**config.mk**
```make
export PLATFORM = sky130hd
export DESIGN_NAME = scsi_dma_hs
export DESIGN_NICKNAME = d
export VERILOG_FILES = /design/src/rtl/scsi_dma_pkg.sv /design/src/rtl/sdh_ctrl.sv /design/src/rtl/sdh_buf.sv /design/src/rtl/sdh_hs.sv /design/src/rtl/scsi_dma_hs.sv
export SDC_FILE = /design/constraint.sdc
export NUM_CORES = 1
export LEC_CHECK = 0
export BUFFER_PORTS_ARGS = -buffer_cell sky130_fd_sc_hd__buf_4
export CAP_MARGIN = 30
export CORE_MARGIN = 10
export CORE_UTILIZATION = 50
export DETAILED_ROUTE_END_ITERATION = 7
export HOLD_SLACK_MARGIN = 0.08
export PLACE_DENSITY = 0.92
export SETUP_SLACK_MARGIN = 0.4
export SYNTH_ARGS = -nofsm -noshare
export SYNTH_HDL_FRONTEND = slang
export SYNTH_HIERARCHICAL = 1
export SYNTH_SLANG_ARGS = --single-unit
```
**constraint.sdc**
```tcl
create_clock -name clk_i -period 5.83 [get_ports clk_i]
set_clock_uncertainty 0.05 [all_clocks]
set_input_delay 0.583 -clock clk_i [delete_from_list [all_inputs] [get_ports clk_i]]
set_output_delay 0.583 -clock clk_i [all_outputs]
set_load 0.01 [all_outputs]
```
**src/rtl/scsi_dma_pkg.sv**
```systemverilog
package scsi_dma_pkg;
  typedef enum logic [1:0] {
    HS_IDLE    = 2'd0,
    HS_ASSERT  = 2'd1,
    HS_RELEASE = 2'd2
  } hs_state_e;

  typedef struct packed {
    logic tgt;
    logic blk;
    logic send;
  } xfer_cfg_t;
endpackage

```
**src/rtl/sdh_ctrl.sv**
```systemverilog
module sdh_ctrl
  import scsi_dma_pkg::*;
(
  input  logic      clk_i,
  input  logic      rst_ni,
  input  logic      dma_en_i,
  input  logic      start_send_i,
  input  logic      start_recv_i,
  input  logic      role_tgt_i,
  input  logic      blk_mode_i,
  input  logic      phase_ok_i,
  input  logic      eop_i,
  input  logic      irq_clr_i,
  output logic      active_o,
  output xfer_cfg_t cfg_o,
  output logic      stop_o,
  output logic      irq_o,
  output logic      end_dma_o
);
  logic      active_q, spent_q, irq_q, end_q;
  xfer_cfg_t cfg_q;

  assign stop_o = active_q && dma_en_i && (eop_i || !phase_ok_i);

  always_ff @(posedge clk_i or negedge rst_ni) begin
    if (!rst_ni) begin
      active_q <= 1'b0;
      spent_q  <= 1'b0;
      end_q    <= 1'b0;
      cfg_q    <= '0;
    end else if (!dma_en_i) begin
      active_q <= 1'b0;
      spent_q  <= 1'b0;
      end_q    <= 1'b0;
    end else if (active_q) begin
      if (stop_o) begin
        active_q <= 1'b0;
        spent_q  <= 1'b1;
        if (eop_i) end_q <= 1'b1;
      end
    end else if ((start_send_i || start_recv_i) && !spent_q) begin
      active_q <= 1'b1;
      cfg_q    <= '{tgt: role_tgt_i, blk: blk_mode_i, send: start_send_i};
    end
  end

  // set beats clear
  always_ff @(posedge clk_i or negedge rst_ni) begin
    if (!rst_ni)        irq_q <= 1'b0;
    else if (stop_o)    irq_q <= 1'b1;
    else if (irq_clr_i) irq_q <= 1'b0;
  end

  assign active_o  = active_q;
  assign cfg_o     = cfg_q;
  assign irq_o     = irq_q;
  assign end_dma_o = end_q;
endmodule

```
**src/rtl/sdh_buf.sv**
```systemverilog
module sdh_buf #(
  parameter int DW = 8
) (
  input  logic          clk_i,
  input  logic          rst_ni,
  input  logic          clr_i,
  input  logic          wr_i,
  input  logic [DW-1:0] wdata_i,
  input  logic          rd_i,
  output logic [DW-1:0] data_o,
  output logic          full_o
);
  logic [DW-1:0] data_q;
  logic          full_q;

  always_ff @(posedge clk_i or negedge rst_ni) begin
    if (!rst_ni) begin
      data_q <= '0;
      full_q <= 1'b0;
    end else if (clr_i) begin
      full_q <= 1'b0;
    end else if (wr_i) begin
      data_q <= wdata_i;
      full_q <= 1'b1;
    end else if (rd_i) begin
      full_q <= 1'b0;
    end
  end

  assign data_o = data_q;
  assign full_o = full_q;
endmodule

```
**src/rtl/sdh_hs.sv**
```systemverilog
module sdh_hs
  import scsi_dma_pkg::*;
#(
  parameter int DW = 8
) (
  input  logic          clk_i,
  input  logic          rst_ni,
  input  logic          run_i,
  input  logic          tgt_i,
  input  logic          send_i,
  input  logic          full_i,
  input  logic          req_i,
  input  logic          ack_i,
  input  logic          dack_i,
  input  logic [DW-1:0] buf_i,
  output logic          hs_o,
  output logic          consume_o,
  output logic          capture_o,
  output logic [DW-1:0] dout_o
);
  hs_state_e     st_q, st_d;
  logic [DW-1:0] dout_q;
  logic          buf_ready;

  // send needs a held byte, receive needs an empty slot
  assign buf_ready = send_i ? full_i : !full_i;

  always_comb begin
    st_d      = st_q;
    consume_o = 1'b0;
    capture_o = 1'b0;
    if (!run_i) begin
      st_d = HS_IDLE;
    end else begin
      case (st_q)
        HS_IDLE: begin
          if ((tgt_i || req_i) && buf_ready) begin
            st_d      = HS_ASSERT;
            consume_o = send_i;
            capture_o = !send_i && !tgt_i;
          end
        end
        HS_ASSERT: begin
          if (tgt_i) begin
            if (ack_i) begin
              st_d      = HS_RELEASE;
              capture_o = !send_i;
            end
          end else if (!req_i && (send_i || (!full_i && !dack_i))) begin
            st_d = HS_IDLE;
          end
        end
        HS_RELEASE: begin
          if (!ack_i) st_d = HS_IDLE;
        end
        default: st_d = HS_IDLE;
      endcase
    end
  end

  always_ff @(posedge clk_i or negedge rst_ni) begin
    if (!rst_ni) begin
      st_q   <= HS_IDLE;
      dout_q <= '0;
    end else begin
      st_q <= st_d;
      if (consume_o) dout_q <= buf_i;
    end
  end

  assign hs_o   = (st_q == HS_ASSERT);
  assign dout_o = dout_q;
endmodule

```
**src/rtl/scsi_dma_hs.sv**
```systemverilog
module scsi_dma_hs
  import scsi_dma_pkg::*;
#(
  parameter int DW = 8,
  parameter int PW = 3
) (
  input  logic          clk_i,
  input  logic          rst_ni,
  input  logic          dma_en_i,
  input  logic          role_tgt_i,
  input  logic          blk_mode_i,
  input  logic [PW-1:0] exp_phase_i,
  input  logic          start_send_i,
  input  logic          start_recv_i,
  input  logic          eop_i,
  input  logic          irq_clr_i,
  output logic          drq_o,
  output logic          ready_o,
  input  logic          dack_i,
  input  logic [DW-1:0] host_wdata_i,
  output logic [DW-1:0] host_rdata_o,
  input  logic [PW-1:0] scsi_phase_i,
  input  logic          req_i,
  input  logic          ack_i,
  output logic          req_o,
  output logic          ack_o,
  input  logic [DW-1:0] scsi_data_i,
  output logic [DW-1:0] scsi_data_o,
  output logic          scsi_data_oe_o,
  output logic          irq_o,
  output logic          end_dma_o
);
  logic          active, stop, phase_ok;
  xfer_cfg_t     cfg;
  logic          full, host_rdy, host_take;
  logic          hs, consume, capture;
  logic          buf_wr, buf_rd, buf_clr;
  logic [DW-1:0] buf_wdata, buf_data;

  assign phase_ok = (scsi_phase_i == exp_phase_i);

  sdh_ctrl u_ctrl (
    .clk_i       (clk_i),
    .rst_ni      (rst_ni),
    .dma_en_i    (dma_en_i),
    .start_send_i(start_send_i),
    .start_recv_i(start_recv_i),
    .role_tgt_i  (role_tgt_i),
    .blk_mode_i  (blk_mode_i),
    .phase_ok_i  (phase_ok),
    .eop_i       (eop_i),
    .irq_clr_i   (irq_clr_i),
    .active_o    (active),
    .cfg_o       (cfg),
    .stop_o      (stop),
    .irq_o       (irq_o),
    .end_dma_o   (end_dma_o)
  );

  // host side: empty slot on send, held byte on receive
  assign host_rdy  = active && (cfg.send ? !full : full);
  assign host_take = dack_i && host_rdy;

  assign buf_wr    = cfg.send ? host_take : capture;
  assign buf_wdata = cfg.send ? host_wdata_i : scsi_data_i;
  assign buf_rd    = cfg.send ? consume : host_take;
  assign buf_clr   = !active || stop;

  sdh_buf #(.DW(DW)) u_buf (
    .clk_i  (clk_i),
    .rst_ni (rst_ni),
    .clr_i  (buf_clr),
    .wr_i   (buf_wr),
    .wdata_i(buf_wdata),
    .rd_i   (buf_rd),
    .data_o (buf_data),
    .full_o (full)
  );

  sdh_hs #(.DW(DW)) u_hs (
    .clk_i    (clk_i),
    .rst_ni   (rst_ni),
    .run_i    (active && !stop),
    .tgt_i    (cfg.tgt),
    .send_i   (cfg.send),
    .full_i   (full),
    .req_i    (req_i),
    .ack_i    (ack_i),
    .dack_i   (dack_i),
    .buf_i    (buf_data),
    .hs_o     (hs),
    .consume_o(consume),
    .capture_o(capture),
    .dout_o   (scsi_data_o)
  );

  assign drq_o          = active && (cfg.blk || host_rdy);
  assign ready_o        = active && cfg.blk && host_rdy;
  assign req_o          = active && cfg.tgt && hs;
  assign ack_o          = active && !cfg.tgt && hs;
  assign scsi_data_oe_o = active && cfg.send;
  assign host_rdata_o   = buf_data;
endmodule

```
==> results.md, run 1 <==
- Sw Pwr: about 170 uW
- Period utilisation layout: 48.80%
- HPWL Detailed: 2866 um
- Main synth FF type: dfrtp_1
- Power share of the sequential group: around 50%
- FF+latch area: about 650 um^2
- GP Congestion: a little under 0.8
- Largest net degree at the start of global routing: 27
- Post-layout util: about two thirds
- Grt ovf: 0
- DIE AREA: ~5300 um^2
- PortBufs: between 50 and 60
- N_diodes: 0
- Residual DRC: 0
- Die W: ~73 um
- DRT iter0 DRCs: 41
- Syn avg cell area: between 10 and 15 um^2
- Crit start category: input port
- Max incr delay on CP: roughly 400 ps
- Max Clk Rate: about 350 MHz
- Worst endpoint required time: roughly 6000 ps
- Routed WL: around 3600 um
- Final WS setup: around 3000 ps
- Cells after Synth: 110
- Switch share: 31.60%
- Cells along the critical path: buf_4 -> xor2_1 -> nor3_1 -> nand2b_1 -> nor2b_1 -> nand2b_1 -> inv_1 -> nor4b_1 -> inv_1 -> o21ai_0 -> nor2b_4 -> mux2_4
- Combinational Power Share: about 36%
- Final setup vio count: 0
- Synthesized cell area: ~1400 um^2
- Async set-reset flop share out of synthesis: 100.0%
- Synth cell types: 29
- Max-slew headroom: around 45%
- Core Area: 2734 um^2
- Vias in the first global route: between 1000 and 1500
- Filler cell count: ~230
- Fin Setup TNS: 0 ps
- CTS resizes: 0
- WL/cell: approximately 18 um
- Io pins: 57
- Multi-input logic area: about 690 um^2
- CTS Sinks: 26
- Fin. max-slew vios: 0
- Clock share of power: about 14%
- Setup WS pre-CTS: roughly 2600 ps
- Die height: approximately 73 um
- Yosys reg bits: 26
- CTS clk-pin slew, worst paths: about 130 ps
- CTS root buf: clkbuf_4
- Crit end category: flop
- Min cycle time layout: between 2000 and 3000 ps
- Share of cells above drive strength 1: a little under three fifths
- Area delta synth->final: 31.20%
- Hold Fails Final Rpt: 0
- Sequential area share after synthesis: a little under half
- Vias: 1033
- Number of warnings issued by yosys: 6
- H-tree depth: 1
- Worst Path Buf+Inv: 3
- CTS max path bufs: 2
- Post-synth EDFFs: 0
- TritonCTS Buffers: 3
- Cell leakage power: between 0.0009 and 0.001 uW
- Overall power: 539.0 uW
- Hold_buf cts: 0
- Post-CTS Setup Inserts: 0
- Initial antenna violation count: 0
- Hold Slack: approximately 95 ps
- Clock Latency Late Sink: 320 ps
- # rows: 19
- Initial Utilization: between 50% and 60%
- Critical path class: in -> reg
- Crit Path Max Fanout: 8
- Net count after synthesis: between 100 and 150
- First-pass GRT wire length: 5761 um
- Unrepaired setup endpoints after global routing: false
- Pwr per Cell Area: ~290 nW/um^2
- Cell Int Power: about 370 uW
- Crit path max-delay family: simple AND/OR/NAND/NOR gates
- Crit path DAT: approximately 3000 ps
- CTS tree: done
- GRT Util Overall: 13.56%
- Worst path slowest cell: nor2b_4
- Routed Antenna Nets: 0
- Via/cell ratio: roughly 5.2
- Worst-Margin Slew: between 800 and 900 ps
- Final net count: 202
- Max_cap viols: 0
- Worst min path class: in -> async
- Outcome: finished clean
- Worst vdd ir: 208.2 uV
- Drt first pass iters: 4
[metrics by stage]
step,cells,instance area (um^2)
floorplan,110,1408
global placement,194,1824
detailed placement,194,1824
CTS,197,1847
global route,197,1847
finish,197,1847
[kinds of logic after synthesis]
group | Yosys count | synth area share [%]
flip-flops | 26 | 46.22
buffers and inverters | 9 | 4.622
XOR/XNOR | 5 | 3.111
AND/OR/NAND/NOR | 30 | 14.75
AO/OA/AOI/OAI | 13 | 6.221
multiplexers | 27 | 25.07
[worst paths after layout]
check	depth (start not counted)	slack [ps]	start	endpoint
max in group asynchronous	1	5380	rst_ni	u_hs/dout_o[6]$_DFFE_PN0P_
min in group clk_i	2	440	role_tgt_i	u_ctrl/cfg_o[2]$_DFFE_PN0P_
worst min register to register	1	470	u_ctrl/irq_o$_DFFE_PN0P_	u_ctrl/irq_o$_DFFE_PN0P_
worst max register to register	9	3190	u_ctrl/active_o$_DFF_PN0_	u_buf/data_o[1]$_DFFE_PN0P_
worst max-delay path	12	2980	exp_phase_i[0]	u_buf/data_o[1]$_DFFE_PN0P_
worst min-delay path	1	90	rst_ni	u_hs/dout_o[2]$_DFFE_PN0P_
[registers in the layout (all words and copies together), names as in the netlist, 2 cells and up]
register and flops:
u_hs/dout_o 8, u_hs/st_q 2, u_ctrl/cfg_o 3, u_buf/data_o 8
[synthesized netlist by cell type, types with 2 or more instances]
cell type,count,share of area (%)
mux2_2,14,11
inv_1,6,1.6
nand2b_1,3,1.3
mux2_4,13,14
nor2_1,4,1.1
xor2_1,4,2.5
a31oi_1,2,0.89
and3_1,2,0.89
a21o_1,2,1.1
nor4b_1,2,1.2
nor2b_1,4,1.8
o21ai_0,3,1.1
dfrtp_1,26,46
buf_6,2,1.6
nand3_1,2,0.71
a21oi_1,3,1.1
nand2_1,6,1.6
[layout by cell type (no fill, tap or decap), types with 4 or more instances in the layout]
master / instances
nor2_1: 4
nand2_1: 6
dfrtp_1: 26
nor2b_1: 4
xor2_1: 4
buf_4: 56
mux2_2: 14
mux2_4: 13
inv_1: 6
[layer usage]
layer  track usage, %  share of wire (%)
met1            15.92                 41
met2            23.30                 51
met3            4.626                7.7
met4            2.532               0.25
met5                0                  0
[power groups by stage]
stage / clock (uW) / sequential [uW] / combinational, uW
floorplan: 0 / 267 / 116
global placement: 0 / 270 / 191
detailed placement: 0 / 272 / 197
CTS: 78.1 / 269 / 198
global route: 88.2 / 276 / 211
finish: 74.5 / 269 / 196
[layout make-up]
cell class	count	area share, %
flip-flops and latches	26	35.23
repair buffers	56	22.76
clock buffers	3	1.220
well taps	31	2.100
inverters	6	1.220
multi-input cells	75	37.47
Note: power is estimated with default switching activity, not from simulation.
==> run 2: changes to the inputs <==
- CORE_UTILIZATION: 50 -> 43
- PLACE_DENSITY: 0.92 -> 0.85
- clock period: 5.83 -> 2.45 ns (I/O delays scaled with it)
==> run 2 against run 1 <==
Net effect: worst setup slack lost 2600 ps; hold slack better by 7.0 ps; clock-buffer cell count is 1 higher; routed wire length decreased by 0.14%; global-route usage shrank 1.7 points; combinational power increased to 2.9 times the previous value; critical endpoint is now u_buf/data_o[3]$_DFFE_PN0P_.
==> results.md, run 2 (synthesis results as in run 1) <==
- Crit Path Max Fanout: 4 (-4)
- Worst-Margin Slew: 329.5 ps (-495.0 ps)
- Period utilisation layout: just over 80%
- Outcome: finished clean
- PortBufs: 56 (unchanged)
- Filler cell count: 265 (+18%)
- Drt first pass iters: 4 (unchanged)
- Max_cap viols: 0 (unchanged)
- Reg2reg end: u_buf/data_o[3]$_DFFE_PN0P_
- GP Congestion: 0.7949 (about the same)
- Residual DRC: 0 (unchanged)
- Hold path depth: 2
- # rows: 20 (+1)
- N_diodes: 0 (unchanged)
- Share of cells above drive strength 1: 61.71% (+6.3 points)
- CTS clk-pin slew, worst paths: 130 ps (about the same)
- Max Clk Rate: about 490 MHz
- WL/cell: 16.39 um (-10%)
- Final net count: 210 (+4.0%)
- Reg-to-reg critical path startpoint: u_ctrl/cfg_o[2]$_DFFE_PN0P_
- Io pins: 57 (unchanged)
- DRT iter0 DRCs: 38 (-7.3%)
- Routed WL: 3590 um (-0.14%)
- Most frequent cells in the layout: 61 x buf_4, 25 x dfrtp_1, 14 x mux2_2
- Largest net degree at the start of global routing: 27 (unchanged)
- CTS Sinks: 26 (unchanged)
- HPWL Detailed: 2808 um (-2.0%)
- Area delta synth->final: 42.49%
- Grt ovf: 0 (unchanged)
- Worst endpoint required time: 2620 ps (-3370 ps)
- Unrepaired setup endpoints after global routing: true
- Initial Utilization: 45.36% (-6.1 points)
- DIE AREA: 5962 um^2 (+12%)
- Pwr per Cell Area: 683.9 nW/um^2 (+130%)
- Max-slew headroom: 77.94% (+33 points)
- Worst vdd ir: 349.6 uV (+68%)
- Vias: 1083 (+4.8%)
- Worst min path class: in -> reg
- Final setup vio count: 0 (unchanged)
- Via/cell ratio: 4.945 (-5.7%)
- Vias in the first global route: 1156 (+0.78%)
- Clock Latency Late Sink: 320 ps (about the same)
- Die W: 77.22 um (+5.7%)
- CTS root buf: clkbuf_4
- Crit. Startpoint: u_ctrl/cfg_o[2]$_DFFE_PN0P_
- CTS max path bufs: 2 (unchanged)
- Min cycle time layout: ~2000 ps
- Core Area: 3103 um^2 (+14%)
- Reg2reg path depth: 8 (-1)
- Critical path class: reg -> reg
- GRT Util Overall: 11.90% (-1.7 points)
- R2R Setup Slk: 410 ps (-2780 ps)
- CTS tree: done
- Critical Path End: u_buf/data_o[3]$_DFFE_PN0P_
- Initial antenna violation count: 0 (unchanged)
- Hold Fails Final Rpt: 0 (unchanged)
- Crit start category: flop
- First-pass GRT wire length: 5782 um (+0.36%)
- Commonest non-fill, non-tap cell in the layout: buf_4
- Crit path DAT: 2210 ps (-800 ps)
- Overall power: 1372 uW (+150%)
- Crit end category: flop
- Die height: 77.22 um (+5.7%)
- Fin. max-slew vios: 0 (unchanged)
- Cell leakage power: 0.001028 uW (+7.2%)
- H-tree depth: 1 (unchanged)
- TritonCTS Buffers: 3 (unchanged)
- Final Non-Filler Cells: 219 (+11%)
- Placed cells: 210 (+8.2%)
- Routed Antenna Nets: 0 (unchanged)
-- run 2: area by class of cell --
class                      instances  area [um^2]  share of cell area, %
multi-input combinational         75        747.0                  37.24
sequential                        26        651.9                  32.50
timing repair buffer              64        490.5                  24.45
tap                               44        55.05                  2.745
clock buffer                       4        36.28                  1.809
inverter                           6        25.02                  1.248
-- run 2: worst min path at each step --
stage,startpoint,endpoint
2_1_floorplan,rst_ni,u_buf/data_o[0]$_DFFE_PN0P_
3_3_place_gp,rst_ni,u_ctrl/cfg_o[2]$_DFFE_PN0P_
3_5_place_dp,rst_ni,u_hs/dout_o[3]$_DFFE_PN0P_
4_1_cts,role_tgt_i,u_ctrl/cfg_o[2]$_DFFE_PN0P_
5_1_grt,role_tgt_i,u_ctrl/cfg_o[2]$_DFFE_PN0P_
6_report,role_tgt_i,u_ctrl/cfg_o[2]$_DFFE_PN0P_
-- run 2: stage by stage --
stage	hold WS (ps)	area (um^2)	setup WS, ps	utilization [%]	setup TNS, ps
2_1_floorplan	-100.6	1429	310.2	-	0
5_1_grt	85.14	2006	306.6	64.64	0
6_report	101.8	2006	415.0	64.64	0
4_1_cts	93.84	1972	409.2	63.55	0
3_5_place_dp	123.3	1884	-69.33	60.73	-493.7
3_3_place_gp	118.8	1884	48.57	60.73	0
-- run 2: report_power, final --
group	internal [uW]	switching, uW
Clock	90.9	126
Combinational	332	227
Sequential	521	75.7
Total	944	428
-- run 2: worst max-delay path, stage by stage (launching register included) --
cell and delay [ps]:
dfrtp_2 450, nor4b_4 280, a31oi_2 80, nor4b_4 220
inv_1 70, o21ai_2 150, nor2b_4 190, buf_6 140
mux2_4 300
-- run 2: routing by layer --
layer  global-route usage (%)  vias up  share of wire, %
li1                         -      515                 -
met1                    14.53      519                44
met2                    19.40       45                49
met3                    2.914        4               6.2
met4                    4.927        0               1.6
met5                        0        -                 0
-- run 2: timing repair --
| action | 4_1_cts | 5_1_grt |
|---|---|---|
| hold buffers | 1 | 0 |
| pin swaps | 0 | 2 |
| setup endpoints to repair | 8 | 8 |
| gates resized for setup | 3 | 6 |
| buffers inserted | 4 | 0 |
| hold endpoints to repair | 26 | 0 |
==> run 3: changes to the inputs <==
- ABC_AREA: unset -> 1
- CORE_UTILIZATION: 43 -> 48
- PLACE_DENSITY: 0.85 -> 0.89
- clock period: 2.45 -> 1.9 ns (I/O delays scaled with it)
==> run 3 against run 2 <==
Net effect: final area rose by 16%; first-iteration DRC count rose to 4.3 times the previous value; synthesized cell count rose by 85%; via count rose by 51%; utilization rose by 13 points; die area fell by 4.1%; area after synthesis rose by 5.5%; clock power rose by 80%; non-clock buffer count rose by 18; sequential cell count did not move; global-route usage rose by 4.4 points.
==> results.md, run 3 <==
- Outcome: finished clean
- Die W: 75.63 um (-2.1%)
- Async set-reset flop share out of synthesis: 100.0% (unchanged)
- Vias in the first global route: 1600 (+38%)
- Initial antenna violation count: 0 (unchanged)
- TritonCTS Buffers: 3 (unchanged)
- Main synth FF type: dfrtp_1
- GRT Util Overall: 16.32% (+4.4 points)
- Pwr per Cell Area: 972.0 nW/um^2 (+42%)
- Reg2reg path depth: 11 (+3)
- Commonest non-fill, non-tap cell in the layout: nand2_1
- Critical Path End: ack_o
- Sequential area share after synthesis: 43.81% (-2.4 points)
- Final Non-Filler Cells: 321 (+47%)
- Vias: 1635 (+51%)
- Worst min path class: in -> reg
- R2R Setup Slk: 230 ps (-180 ps)
- Area delta synth->final: 56.36%
- Fin Setup TNS: 0 ps (unchanged)
- Initial Utilization: 49.46% (+4.1 points)
- Multi-input logic area: 794.5 um^2 (+6.4%)
- Area leader, netlist: dfrtp_1
- H-tree depth: 1 (unchanged)
- Synthesized cell area: 1485 um^2 (+5.5%)
- Most frequent cells in the layout: 79 x nand2_1, 68 x buf_4, 23 x dfrtp_1
- Clock Latency Late Sink: 330 ps (about the same)
- Number of warnings issued by yosys: 6 (unchanged)
- Worst endpoint required time: 1660 ps (-960 ps)
- Final net count: 323 (+54%)
- Synth cell types: 23 (-21%)
- CTS tree: done
- Post-layout util: 77.33% (+13 points)
- Drt first pass iters: 4 (unchanged)
- Via/cell ratio: 5.093 (+3.0%)
- Residual DRC: 0 (unchanged)
- Top post-synthesis cells by count: 91 x nand2_1, 26 x dfrtp_1, 17 x inv_1
- Crit path DAT: 1460 ps (-750 ps)
- Count leader, synth: nand2_1
- CTS Sinks: 26 (unchanged)
- FF+latch area: 654.4 um^2 (+0.38%)
- Die height: 75.63 um (-2.1%)
- Io pins: 57 (unchanged)
- N_diodes: 0 (unchanged)
- Min cycle time layout: between 1500 and 2000 ps
- Reg-to-reg critical path startpoint: u_hs/st_q[1]$_DFFE_PN0P_
- Max-slew headroom: 77.46% (-0.47 points)
- Crit Path Max Fanout: 3 (-1)
- Routed WL: 4727 um (+32%)
- Cells after Synth: 204 (+85%)
- CTS max path bufs: 2 (unchanged)
- Share of cells above drive strength 1: 41.67% (-20 points)
- Crit. Startpoint: u_hs/st_q[1]$_DFFE_PN0P_
- Net count after synthesis: 238 (+65%)
- Reg2reg end: u_buf/data_o[7]$_DFFE_PN0P_
- Placed cells: 293 (+40%)
- # rows: 20 (unchanged)
- DRT iter0 DRCs: 165 (+330%)
- PortBufs: 56 (unchanged)
- Final setup vio count: 0 (unchanged)
- Largest net degree at the start of global routing: 27 (unchanged)
- Period utilisation layout: between 80% and 90%
- Unrepaired setup endpoints after global routing: true
- Filler cell count: 208 (-22%)
- CTS clk-pin slew, worst paths: 150 ps (+20 ps)
- Cells taking the most area after synthesis: dfrtp_1 44%, nand2_1 23%, nand3_1 5.4%
- Post-synth EDFFs: 0 (unchanged)
- Yosys reg bits: 26 (unchanged)
- Cell leakage power: 0.001314 uW (+28%)
- Grt ovf: 0 (unchanged)
- Max Clk Rate: 587.5 MHz
- Hold Fails Final Rpt: 0 (unchanged)
- CTS root buf: clkbuf_4
- Critical path class: reg -> out
- Worst vdd ir: 397.7 uV (+14%)
- Routed Antenna Nets: 0 (unchanged)
- First-pass GRT wire length: 7445 um (+29%)
- Core Area: 3003 um^2 (-3.2%)
- Worst-Margin Slew: 338.0 ps (+8.512 ps)
- HPWL Detailed: 3090 um (+10%)
- GP Congestion: 0.8756 (+10%)
- Syn avg cell area: 7.280 um^2 (-43%)
- WL/cell: 14.73 um (-10%)
- Crit end category: output pin
- Fin. max-slew vios: 0 (unchanged)
- Crit start category: flop
- DIE AREA: 5719 um^2 (-4.1%)
- Top cell type's share of synthesized area: 43.81% (-2.4 points)
- Hold Slack: 105.3 ps (+3.542 ps)
- Max_cap viols: 0 (unchanged)
run 3: cell count changes after synthesis, sizes merged, moves of 9 or more:
cell   before  now
nand2       6   95
mux2       27    0
inv         6   24
nand3       2   18
nor2        4   15
o21ai       3   12
run 3: report_power, final:
| group | leakage (uW) | internal, uW | total, uW | switching [uW] |
|---|---|---|---|---|
| combinational | 0.000944 | 484 | 1010 | 530 |
| sequential | 0.000342 | 719 | 854 | 135 |
| clock | 0.0000279 | 214 | 389 | 176 |
| total | 0.00131 | 1420 | 2260 | 841 |
run 3: critical path, stage by stage (launching register included):
cell and delay [ps]:
dfrtp_1 450, buf_4 160, nor2_2 140, inv_1 110, nor3_2 130, buf_4 150
run 3: cell type report:
type / instances / share of cell area (%)
inverters: 24 / 4.418
well taps: 33 / 1.778
repair buffers: 82 / 29.15
clock buffers: 3 / 0.9698
multi-input cells: 152 / 34.21
clock inverters: 1 / 1.293
flip-flops and latches: 26 / 28.18
run 3: cell families after synthesis:
family	count (synthesis)	synth area share (%)
buf+inv	27	8.256
compound gates	14	4.970
simple gates	135	41.79
flops	26	43.81
xor+xnor	2	1.180
run 3: per-stage QoR:
step                      power, uW  cell area, um^2  setup slack (ps)
final                          2257             2322             197.8
after detailed placement       1677             1966             65.27
after CTS                      2161             2211             343.8
after global placement         1653             1966             125.9
after global routing           2413             2322             143.1
after floorplan                1274             1499             327.3
run 3: repair_timing:
action	4_1_cts	5_1_grt
buffers inserted	11	6
gates cloned	1	0
endpoints found under the setup margin	22	24
resized for setup	16	24
hold buffers	6	0
hold endpoints to repair	31	0
pin swaps	4	6
run 3: worst min-delay path by stage:
| stage | depth (start not counted) | endpoint | startpoint | slack [ps] |
|---|---|---|---|---|
| floorplan | 0 | u_buf/data_o[0]$_DFFE_PN0P_ | rst_ni | -160 |
| global route | 3 | u_ctrl/spent_q$_DFFE_PN0P_ | dma_en_i | 130 |
| CTS | 4 | u_ctrl/active_o$_DFF_PN0_ | eop_i | 90 |
| global placement | 1 | u_ctrl/end_dma_o$_DFFE_PN0P_ | rst_ni | 60 |
| detailed placement | 1 | u_ctrl/end_dma_o$_DFFE_PN0P_ | rst_ni | 60 |
| finish | 4 | u_ctrl/active_o$_DFF_PN0_ | eop_i | 110 |
run 3: metal layers:
layer / track usage [%] / vias up / part of all wire, %
met5: 0 / - / 0
met4: 5.361 / 0 / 0.83
met3: 2.474 / 4 / 5.8
met2: 28.90 / 57 / 55
met1: 19.63 / 770 / 39
li1: - / 804 / -
